==> config.mk <==
export PLATFORM = sky130hd
export DESIGN_NAME = bytechan_port
export DESIGN_NICKNAME = d
export VERILOG_FILES = /design/src/rtl/bytechan_pkg.sv /design/src/rtl/bytechan_parser.sv /design/src/rtl/bytechan_rxhold.sv /design/src/rtl/bytechan_port.sv
export SDC_FILE = /design/constraint.sdc
export NUM_CORES = 1
export LEC_CHECK = 0
export ABC_AREA = 1
export BUFFER_PORTS_ARGS = -buffer_cell sky130_fd_sc_hd__buf_2
export CELL_PAD_IN_SITES_DETAIL_PLACEMENT = 0
export CELL_PAD_IN_SITES_GLOBAL_PLACEMENT = 1
export CORE_MARGIN = 2
export CORE_UTILIZATION = 42
export CTS_CLUSTER_DIAMETER = 30
export DETAILED_ROUTE_END_ITERATION = 6
export PLACE_DENSITY_LB_ADDON = 0.1
export SKIP_CTS_REPAIR_TIMING = 1
export SLEW_MARGIN = 5
export SYNTH_ARGS = -nofsm -noshare
export SYNTH_HDL_FRONTEND = slang
export SYNTH_SLANG_ARGS = --single-unit
==> constraint.sdc <==
create_clock -name clk -period 5 [get_ports clk]
set_clock_uncertainty 0.1 [all_clocks]
set_input_delay 0.75 -clock clk [delete_from_list [all_inputs] [get_ports clk]]
set_output_delay 0.75 -clock clk [all_outputs]
set_load 0.005 [all_outputs]
==> src/rtl/bytechan_pkg.sv <==
package bytechan_pkg;
    typedef enum logic [1:0] {PS_IDLE, PS_TX, PS_RX} port_st_e;
    typedef enum logic [1:0] {PH_CMD, PH_SIZE, PH_ADDR, PH_DATA} phase_e;
    localparam int CMD_SIZE_BIT = 7;
    localparam int CMD_ADDR_BIT = 6;
endpackage

==> src/rtl/bytechan_parser.sv <==
// Tracks packet position from the command byte; shared by both directions.
module bytechan_parser
    import bytechan_pkg::*;
#(
    parameter int DW         = 8,
    parameter int ADDR_BYTES = 4
) (
    input  logic          clk,
    input  logic          rst_n,
    input  logic          take,
    input  logic [DW-1:0] byte_i,
    output logic          at_cmd,
    output logic          is_last
);
    localparam logic [DW-1:0] ADDR_LAST = DW'(ADDR_BYTES - 1);

    typedef struct packed {
        phase_e        ph;
        logic          has_addr;
        logic [DW-1:0] sz;
        logic [DW-1:0] cnt;
    } prs_t;

    prs_t q, d;

    always_comb begin
        d       = q;
        is_last = 1'b0;
        unique case (q.ph)
            PH_CMD: begin
                is_last = !byte_i[CMD_SIZE_BIT] && !byte_i[CMD_ADDR_BIT];
                if (take) begin
                    d.has_addr = byte_i[CMD_ADDR_BIT];
                    d.sz       = '0;
                    if (byte_i[CMD_SIZE_BIT]) begin
                        d.ph = PH_SIZE;
                    end else if (byte_i[CMD_ADDR_BIT]) begin
                        d.ph  = PH_ADDR;
                        d.cnt = ADDR_LAST;
                    end
                end
            end
            PH_SIZE: begin
                is_last = !q.has_addr && (byte_i == '0);
                if (take) begin
                    d.sz = byte_i;
                    if (q.has_addr) begin
                        d.ph  = PH_ADDR;
                        d.cnt = ADDR_LAST;
                    end else if (byte_i == '0) begin
                        d.ph = PH_CMD;
                    end else begin
                        d.ph  = PH_DATA;
                        d.cnt = byte_i - 1'b1;
                    end
                end
            end
            PH_ADDR: begin
                is_last = (q.cnt == '0) && (q.sz == '0);
                if (take) begin
                    if (q.cnt != '0) begin
                        d.cnt = q.cnt - 1'b1;
                    end else if (q.sz == '0) begin
                        d.ph = PH_CMD;
                    end else begin
                        d.ph  = PH_DATA;
                        d.cnt = q.sz - 1'b1;
                    end
                end
            end
            default: begin
                is_last = (q.cnt == '0);
                if (take) begin
                    if (q.cnt == '0) d.ph = PH_CMD;
                    else             d.cnt = q.cnt - 1'b1;
                end
            end
        endcase
    end

    assign at_cmd = (q.ph == PH_CMD);

    always_ff @(posedge clk) begin
        if (!rst_n) q <= '{ph: PH_CMD, has_addr: 1'b0, sz: '0, cnt: '0};
        else        q <= d;
    end
endmodule

==> src/rtl/bytechan_rxhold.sv <==
// One-entry receive holding register with packet markers.
module bytechan_rxhold #(
    parameter int DW = 8
) (
    input  logic          clk,
    input  logic          rst_n,
    input  logic          load,
    input  logic [DW-1:0] in_data,
    input  logic          in_first,
    input  logic          in_last,
    input  logic          in_perr,
    input  logic          out_ready,
    output logic          out_valid,
    output logic [DW-1:0] out_data,
    output logic          out_first,
    output logic          out_last,
    output logic          out_perr,
    output logic          can_load
);
    typedef struct packed {
        logic          v;
        logic [DW-1:0] data;
        logic          first;
        logic          last;
        logic          perr;
    } hold_t;

    hold_t q, d;

    always_comb begin
        d = q;
        if (load) begin
            d = '{v: 1'b1, data: in_data, first: in_first, last: in_last, perr: in_perr};
        end else if (out_ready) begin
            d.v = 1'b0;
        end
    end

    assign can_load  = !q.v || out_ready;
    assign out_valid = q.v;
    assign out_data  = q.data;
    assign out_first = q.first;
    assign out_last  = q.last;
    assign out_perr  = q.perr;

    always_ff @(posedge clk) begin
        if (!rst_n) q <= '0;
        else        q <= d;
    end
endmodule

==> src/rtl/bytechan_port.sv <==
module bytechan_port
    import bytechan_pkg::*;
#(
    parameter bit IS_UP      = 1'b1,
    parameter int DW         = 8,
    parameter int ADDR_BYTES = 4
) (
    input  logic          clk,
    input  logic          rst_n,
    input  logic          tx_valid,
    input  logic [DW-1:0] tx_data,
    output logic          tx_ready,
    output logic          rx_valid,
    output logic [DW-1:0] rx_data,
    output logic          rx_first,
    output logic          rx_last,
    output logic          rx_perr,
    input  logic          rx_ready,
    output logic [DW-1:0] ch_data_o,
    output logic          ch_par_o,
    output logic          ch_oe_o,
    output logic          ch_req_o,
    output logic          ch_rdy_o,
    input  logic [DW-1:0] ch_data_i,
    input  logic          ch_par_i,
    input  logic          ch_req_i,
    input  logic          ch_rdy_i
);
    typedef struct packed {
        port_st_e st;
        logic     perr_acc;
    } port_t;

    port_t q, d;

    logic          in_tx, in_rx, tx_fire, rx_fire, can_load;
    logic          p_take, p_at_cmd, p_last, byte_err, withdraw, ld_perr;
    logic [DW-1:0] p_byte;

    assign in_tx    = (q.st == PS_TX);
    assign in_rx    = (q.st == PS_RX);
    assign ch_req_o = in_tx && tx_valid;
    assign ch_oe_o  = in_tx;
    assign ch_data_o = tx_data;
    assign ch_par_o = ~^tx_data;
    assign tx_ready = in_tx && ch_rdy_i;
    assign tx_fire  = ch_req_o && ch_rdy_i;
    assign ch_rdy_o = in_rx && can_load;
    assign rx_fire  = ch_rdy_o && ch_req_i;
    assign byte_err = ~(^{ch_data_i, ch_par_i});
    assign p_take   = tx_fire || rx_fire;
    assign p_byte   = in_tx ? tx_data : ch_data_i;
    assign withdraw = !IS_UP && in_tx && ch_req_i && p_at_cmd;
    assign ld_perr  = p_last && (q.perr_acc || byte_err);

    bytechan_parser #(.DW(DW), .ADDR_BYTES(ADDR_BYTES)) parser_i (
        .clk    (clk),
        .rst_n  (rst_n),
        .take   (p_take),
        .byte_i (p_byte),
        .at_cmd (p_at_cmd),
        .is_last(p_last)
    );

    bytechan_rxhold #(.DW(DW)) hold_i (
        .clk      (clk),
        .rst_n    (rst_n),
        .load     (rx_fire),
        .in_data  (ch_data_i),
        .in_first (p_at_cmd),
        .in_last  (p_last),
        .in_perr  (ld_perr),
        .out_ready(rx_ready),
        .out_valid(rx_valid),
        .out_data (rx_data),
        .out_first(rx_first),
        .out_last (rx_last),
        .out_perr (rx_perr),
        .can_load (can_load)
    );

    always_comb begin
        d = q;
        unique case (q.st)
            PS_IDLE: begin
                if (ch_req_i)      d.st = PS_RX;
                else if (tx_valid) d.st = PS_TX;
            end
            PS_TX: begin
                if (withdraw)                d.st = PS_RX;
                else if (tx_fire && p_last)  d.st = PS_IDLE;
            end
            default: begin
                if (rx_fire && p_last) d.st = PS_IDLE;
            end
        endcase
        if (rx_fire) d.perr_acc = p_last ? 1'b0 : (q.perr_acc || byte_err);
    end

    always_ff @(posedge clk) begin
        if (!rst_n) q <= '{st: PS_IDLE, perr_acc: 1'b0};
        else        q <= d;
    end
endmodule

==> flow_summary_export.csv, run 1 <==
group,metric,value,unit
grt,grt_use_total,20.7,%
setup_path,crit_type,"register to register",
timing,post-route-min-period,2370,ps
setup_path,arrival,2460,ps
layout,layout_common_cells,"nand2_1, inv_1, buf_2, a21oi_1, dfxtp_1",
synthesis,avgSynthCellArea,6.59,µm²
layout,fin_nets,460,
setup_path,timing.rr.start,"parser_i.q[0]",
drt,num_vias,2475,
die,start_util,43.5,%
synthesis,synth_area,2580,µm²
grt,overflow,0,
place,portBuffers,47,
grt,grt_max_degree,22,
synthesis,yosysUniqueCellTypes,33,
synthesis,yosys_warnings,0,
timing,grt_setup_unrepaired,"false",
timing,min_period_over_period,47.4,%
power,ir_drop,134,µV
die,die_w,82.3,µm
cts,clkTransAtPathRegs,70,ps
timing,slew_violations,0,
timing,finalHoldViolations,0,
power,power.leakage,1.37,nW
cts,cts-root-buf,"clkbuf_8",
die,dieArea,6780,µm²
cts,cts.path.max_buffers,2,
outcome,status,"finished, final reports clean",
grt,grt.busiest_layer,"met2",
setup_path,crit_path_max_fanout,13,
grt,grt_pass1_wl,10.6,mm
grt,grt_pass1_vias,2230,
timing,relSlewSlack,56.4,%
timing,setup_viol,0,
layout,drive_above_1_share,19.7,%
grt,grt_use_met2,35.3,%
drt,wire_per_inst,13.3,µm
cts,cts_buffers,5,
die,dieHeight,82.3,µm
drt,avgViaCountPerCell,4.93,
grt,grt_antenna_before_repair,0,
drt,antenna_left,0,
layout,layout_commonest_cell,"nand2_1",
synthesis,synth-seq-cells,34,
setup_path,cp.required,5090,ps
drt,drc,0,
cts,htree_levels,2,
timing,max_freq,0.422,GHz
min_path,hold_path_class,"register to register",
synthesis,postSynthCellCount,391,
die,io_pins,48,
layout,diodes,0,
place,dpl_worst_slack,2560,ps
setup_path,r2r_slack,2630,ps
timing,tightestPinTransition,649,ps
setup_path,start_kind,"register",
setup_path,startpoint,"parser_i.q[0]",
layout,num-fill-cells,630,
setup_path,critPathCaptureType,"register",
timing,fin_ws,2630,ps
place,gp_congestion,0.851,
layout,syn_to_final_growth,12.1,%
power,p_per_area,280,nW/µm²
die,rows,28,
drt,dr.pass1.iters,5,
synthesis,syn_nets,424,
synthesis,synth_seq_area_share,26.4,%
grt,use_met3,3.04,%
cts,cts.sinks,34,
place,dp_hpwl,5.24,mm
die,coreArea,5920,µm²
drt,wl,6.67,mm
cts,clk-insertion-delay-late,290,ps
run,drv_cap,0,
timing,setup_tns,0,ps
cts,tritoncts,"built",
drt,drt_first_iter_violations,76,
grt,grt_use_met1,26.9,%
min_path,min_from,"parser_i.q[8]",
[layer usage]
metal,vias to the layer above,part of all wire [%]
li1,1323,-
met1,1101,48
met2,43,48
met3,8,2.8
met4,0,1.3
met5,-,0
[critical path: stages (launching register included)]
cell	delay, ps
dfxtp_1	330
inv_1	120
ha_1	180
nand3_1	80
nor2_1	420
inv_1	330
nand2_1	240
nand3_2	130
nand2_1	140
nand3b_1	80
nand2_1	70
nor2_2	40
[state kept, by name (all words and copies together), names as in the netlist]
register          count
hold_i.out_data       8
parser_i.q           19
hold_i.out_last       1
q                     3
hold_i.out_perr       1
hold_i.out_valid      1
hold_i.out_first      1
[power breakdown]
part	switching [mW]	total [mW]	leakage, nW	internal [mW]
Combinational	0.158	0.245	1.04	0.0867
Clock	0.105	0.264	0.0573	0.160
Sequential	0.0139	0.300	0.276	0.286
[path summary, 6_finish.rpt]
kind	end	cells past startpoint
min reg2reg	parser_i.q[8]	2
max reg2reg	q[1]	11
max	q[1]	11
min	parser_i.q[8]	2
[layout make-up]
| class | instances | area (µm²) | share of cell area [%] |
|---|---|---|---|
| inverter | 58 | 218 | 7.54 |
| tap | 75 | 93.8 | 3.25 |
| multi-input combinational | 281 | 1550 | 53.6 |
| timing repair buffer | 47 | 235 | 8.15 |
| sequential | 34 | 681 | 23.6 |
| clock inverter | 1 | 30.0 | 1.04 |
| clock buffer | 6 | 82.6 | 2.86 |
[cell usage after synthesis]
master | count | area [µm²]
a211oi_1 | 1 | 7.51
a21oi_1 | 39 | 195
buf_12 | 1 | 20.0
buf_2 | 1 | 5.00
buf_4 | 8 | 60.1
buf_6 | 2 | 22.5
clkbuf_1 | 6 | 22.5
clkinv_1 | 2 | 7.51
dfxtp_1 | 34 | 681
ha_1 | 10 | 125
inv_1 | 52 | 195
inv_2 | 4 | 15.0
nand2_1 | 74 | 278
nand2_2 | 10 | 62.6
nand2_4 | 3 | 33.8
nand3_1 | 32 | 160
nand3_2 | 4 | 40.0
nand3b_1 | 4 | 30.0
nand4_1 | 6 | 37.5
nor2_1 | 27 | 101
nor2_2 | 3 | 18.8
nor2_4 | 2 | 22.5
nor3_1 | 4 | 20.0
o2111ai_1 | 1 | 8.76
o211ai_1 | 1 | 7.51
o21ai_0 | 24 | 120
o21ai_1 | 8 | 40.0
o21ai_2 | 2 | 17.5
o311ai_0 | 1 | 8.76
o31ai_1 | 1 | 7.51
or2_2 | 2 | 12.5
xnor2_1 | 10 | 87.6
xor2_1 | 12 | 105
[stage by stage]
step,total power [mW],hold WS [ps],std cells,area [µm²],utilization [%]
after global placement,0.554,350,495,2780,46.9
final,0.809,368,502,2890,48.8
after CTS,0.817,370,502,2890,48.8
after global routing,0.858,394,502,2890,48.8
after floorplan,0.494,341,391,2580,-
after detailed placement,0.552,358,495,2780,46.9
[kinds of logic (layout without fill, tap and decap cells)]
kind of cell	Yosys count	in the layout	share of synthesized area [%]
buffers and inverters	76	112	13.5
flip-flops	34	34	26.4
AO/OA/AOI/OAI	78	78	16.0
XOR/XNOR	22	22	7.48
adder cells (fa/ha/maj)	10	10	4.86
AND/OR/NAND/NOR	171	171	31.7
Power figures use the tool's default switching activity.
==> run 2: changes to the inputs <==
--- a/config.mk
+++ b/config.mk
@@ -10,7 +10,7 @@
 export CELL_PAD_IN_SITES_DETAIL_PLACEMENT = 0
 export CELL_PAD_IN_SITES_GLOBAL_PLACEMENT = 1
 export CORE_MARGIN = 2
-export CORE_UTILIZATION = 42
+export CORE_UTILIZATION = 35
 export CTS_CLUSTER_DIAMETER = 30
 export DETAILED_ROUTE_END_ITERATION = 6
 export PLACE_DENSITY_LB_ADDON = 0.1
==> constraint.sdc (replaced) <==
create_clock -name clk -period 1.95 [get_ports clk]
set_clock_uncertainty 0.1 [all_clocks]
set_input_delay 0.2925 -clock clk [delete_from_list [all_inputs] [get_ports clk]]
set_output_delay 0.2925 -clock clk [all_outputs]
set_load 0.005 [all_outputs]
==> flow_summary_export.csv, run 2 (synthesized netlist as in run 1, its figures left out) <==
group,metric,value,unit
timing,setup_viol,0,
grt,grt_max_degree,21,
place,dpl.cell_count,550,
drt,dr.pass1.iters,4,
min_path,hold_path_class,"input port to register",
grt,overflow,0,
setup_path,critPathBufInv,3,
cts,cts_buffers,5,
power,p_switching,0.790,mW
drt,wl,7.36,mm
timing,timing.hold.ws,198,ps
power,ir_drop,305,µV
setup_path,start_kind,"register",
setup_path,crit_path_max_fanout,11,
layout,finish.utilization,45.4,%
timing,post-route-min-period,1900,ps
cts,htree_levels,2,
setup_path,arrival,1990,ps
grt,grt_pass1_wl,12.1,mm
run,drv_cap,0,
cts,tritoncts,"built",
setup_path,crit_type,"register to register",
grt,grt_pass1_vias,2540,
layout,layout_commonest_cell,"nand2_1",
die,dieArea,8060,µm²
place,dpl_worst_slack,-77.0,ps
layout,layout_common_cells,"nand2_1, inv_1, buf_2, a21oi_1, dfxtp_1",
die,dieHeight,89.8,µm
place,place_area,3050,µm²
drt,drc,0,
layout,largest_reg_flops,19,
grt,grt_antenna_before_repair,0,
timing,grt_setup_unrepaired,"true",
setup_path,cp_top_family,"simple AND/OR/NAND/NOR gates",
die,start_util,35.9,%
place,dp_hpwl,5.99,mm
layout,instances_no_fill,560,
timing,tightestPinTransition,397,ps
power,power_frac_seq,35.3,%
drt,antenna_left,0,
setup_path,crit_chain,"inv_1 > ha_2 > nand3_2 > nor2_4 > buf_6 > nand2_1 > o21ai_1 > nor2_2 > nand3_2 > clkinv_4 > o21ai_1 > nor2_1",
cts,cts-root-buf,"clkbuf_8",
timing,fin_ws,45.2,ps
place,gp_congestion,0.911,
timing,min_period_over_period,97.7,%
drt,wire_per_inst,13.1,µm
layout,drive_above_1_share,29.9,%
cts,cts.sinks,34,
timing,setup_tns,0,ps
setup_path,critPathCaptureType,"register",
layout,final_area,3260,µm²
power,combinationalPowerShare,38.6,%
cts,cts.path.max_buffers,2,
layout,multi_input_comb_area,1630,µm²
layout,num-fill-cells,793,
drt,num_vias,2591,
die,io_pins,48,
setup_path,crit_slowest_cell,"dfxtp_1",
setup_path,cp.required,2030,ps
power,switching_share,36.5,%
drt,avgViaCountPerCell,4.63,
layout,fin_nets,493,
die,coreArea,7180,µm²
power,power.leakage,1.54,nW
die,die_w,89.8,µm
die,rows,31,
power,finalPower,2.17,mW
power,pwr-share-clk,26.2,%
timing,finalHoldViolations,0,
layout,syn_to_final_growth,26.5,%
layout,seqCellArea,684,µm²
power,p_per_area,665,nW/µm²
layout,regMostFlops,"parser_i.q",
power,power.internal,1.38,mW
setup_path,cp_num_cells,12,
grt,grt_use_total,18.7,%
place,portBuffers,47,
min_path,holdPathStages,3,
timing,max_freq,0.525,GHz
timing,slew_violations,0,
setup_path,r2r_cells,12,
timing,relSlewSlack,73.3,%
setup_path,cp_slowest_stage_delay,310,ps
cts,clkTransAtPathRegs,80,ps
drt,drt_first_iter_violations,113,
layout,diodes,0,
cts,clk-insertion-delay-late,290,ps
outcome,status,"finished, final reports clean",
[run 2: area by class of cell]
class                   instances  share of cell area, %
inverters                      58                   6.95
multi-input cells             281                   49.9
clock buffers                   6                   2.53
flip-flops and latches         34                   21.0
repair inverters                1                  0.230
well taps                      99                   3.80
clock inverters                 2                  0.384
repair buffers                 79                   15.2
[run 2: worst paths after layout]
check | from | end | slack (ps)
hold / removal | rx_ready | hold_i.out_valid | 200
setup reg to reg | parser_i.q[0] | parser_i.q[0] | 50
setup / recovery | parser_i.q[0] | parser_i.q[0] | 50
hold reg to reg | parser_i.q[9] | parser_i.q[9] | 360
[run 2: layer usage]
metal	up-vias	share of wire (%)	track usage, %
li1	1389	-	-
met1	1153	47	22.7
met2	44	50	34.1
met3	5	2.8	3.44
met4	0	0.76	4.49
met5	-	0	0
[run 2: power groups by stage]
stage	sequential [mW]	clock (mW)	combinational, mW
6_report	0.764	0.567	0.835
5_1_grt	0.768	0.613	0.933
4_1_cts	0.761	0.583	0.773
3_5_place_dp	0.777	0	0.770
3_3_place_gp	0.778	0	0.771
2_1_floorplan	0.773	0	0.497
[run 2: worst reg2reg max path, stage by stage (launching register included)]
cell and delay, ps:
dfxtp_1 310, inv_1 80, ha_2 190, nand3_2 90, nor2_4 160, buf_6 150
nand2_1 50, o21ai_1 140, nor2_2 50, nand3_2 150, clkinv_4 130, o21ai_1 150
nor2_1 50
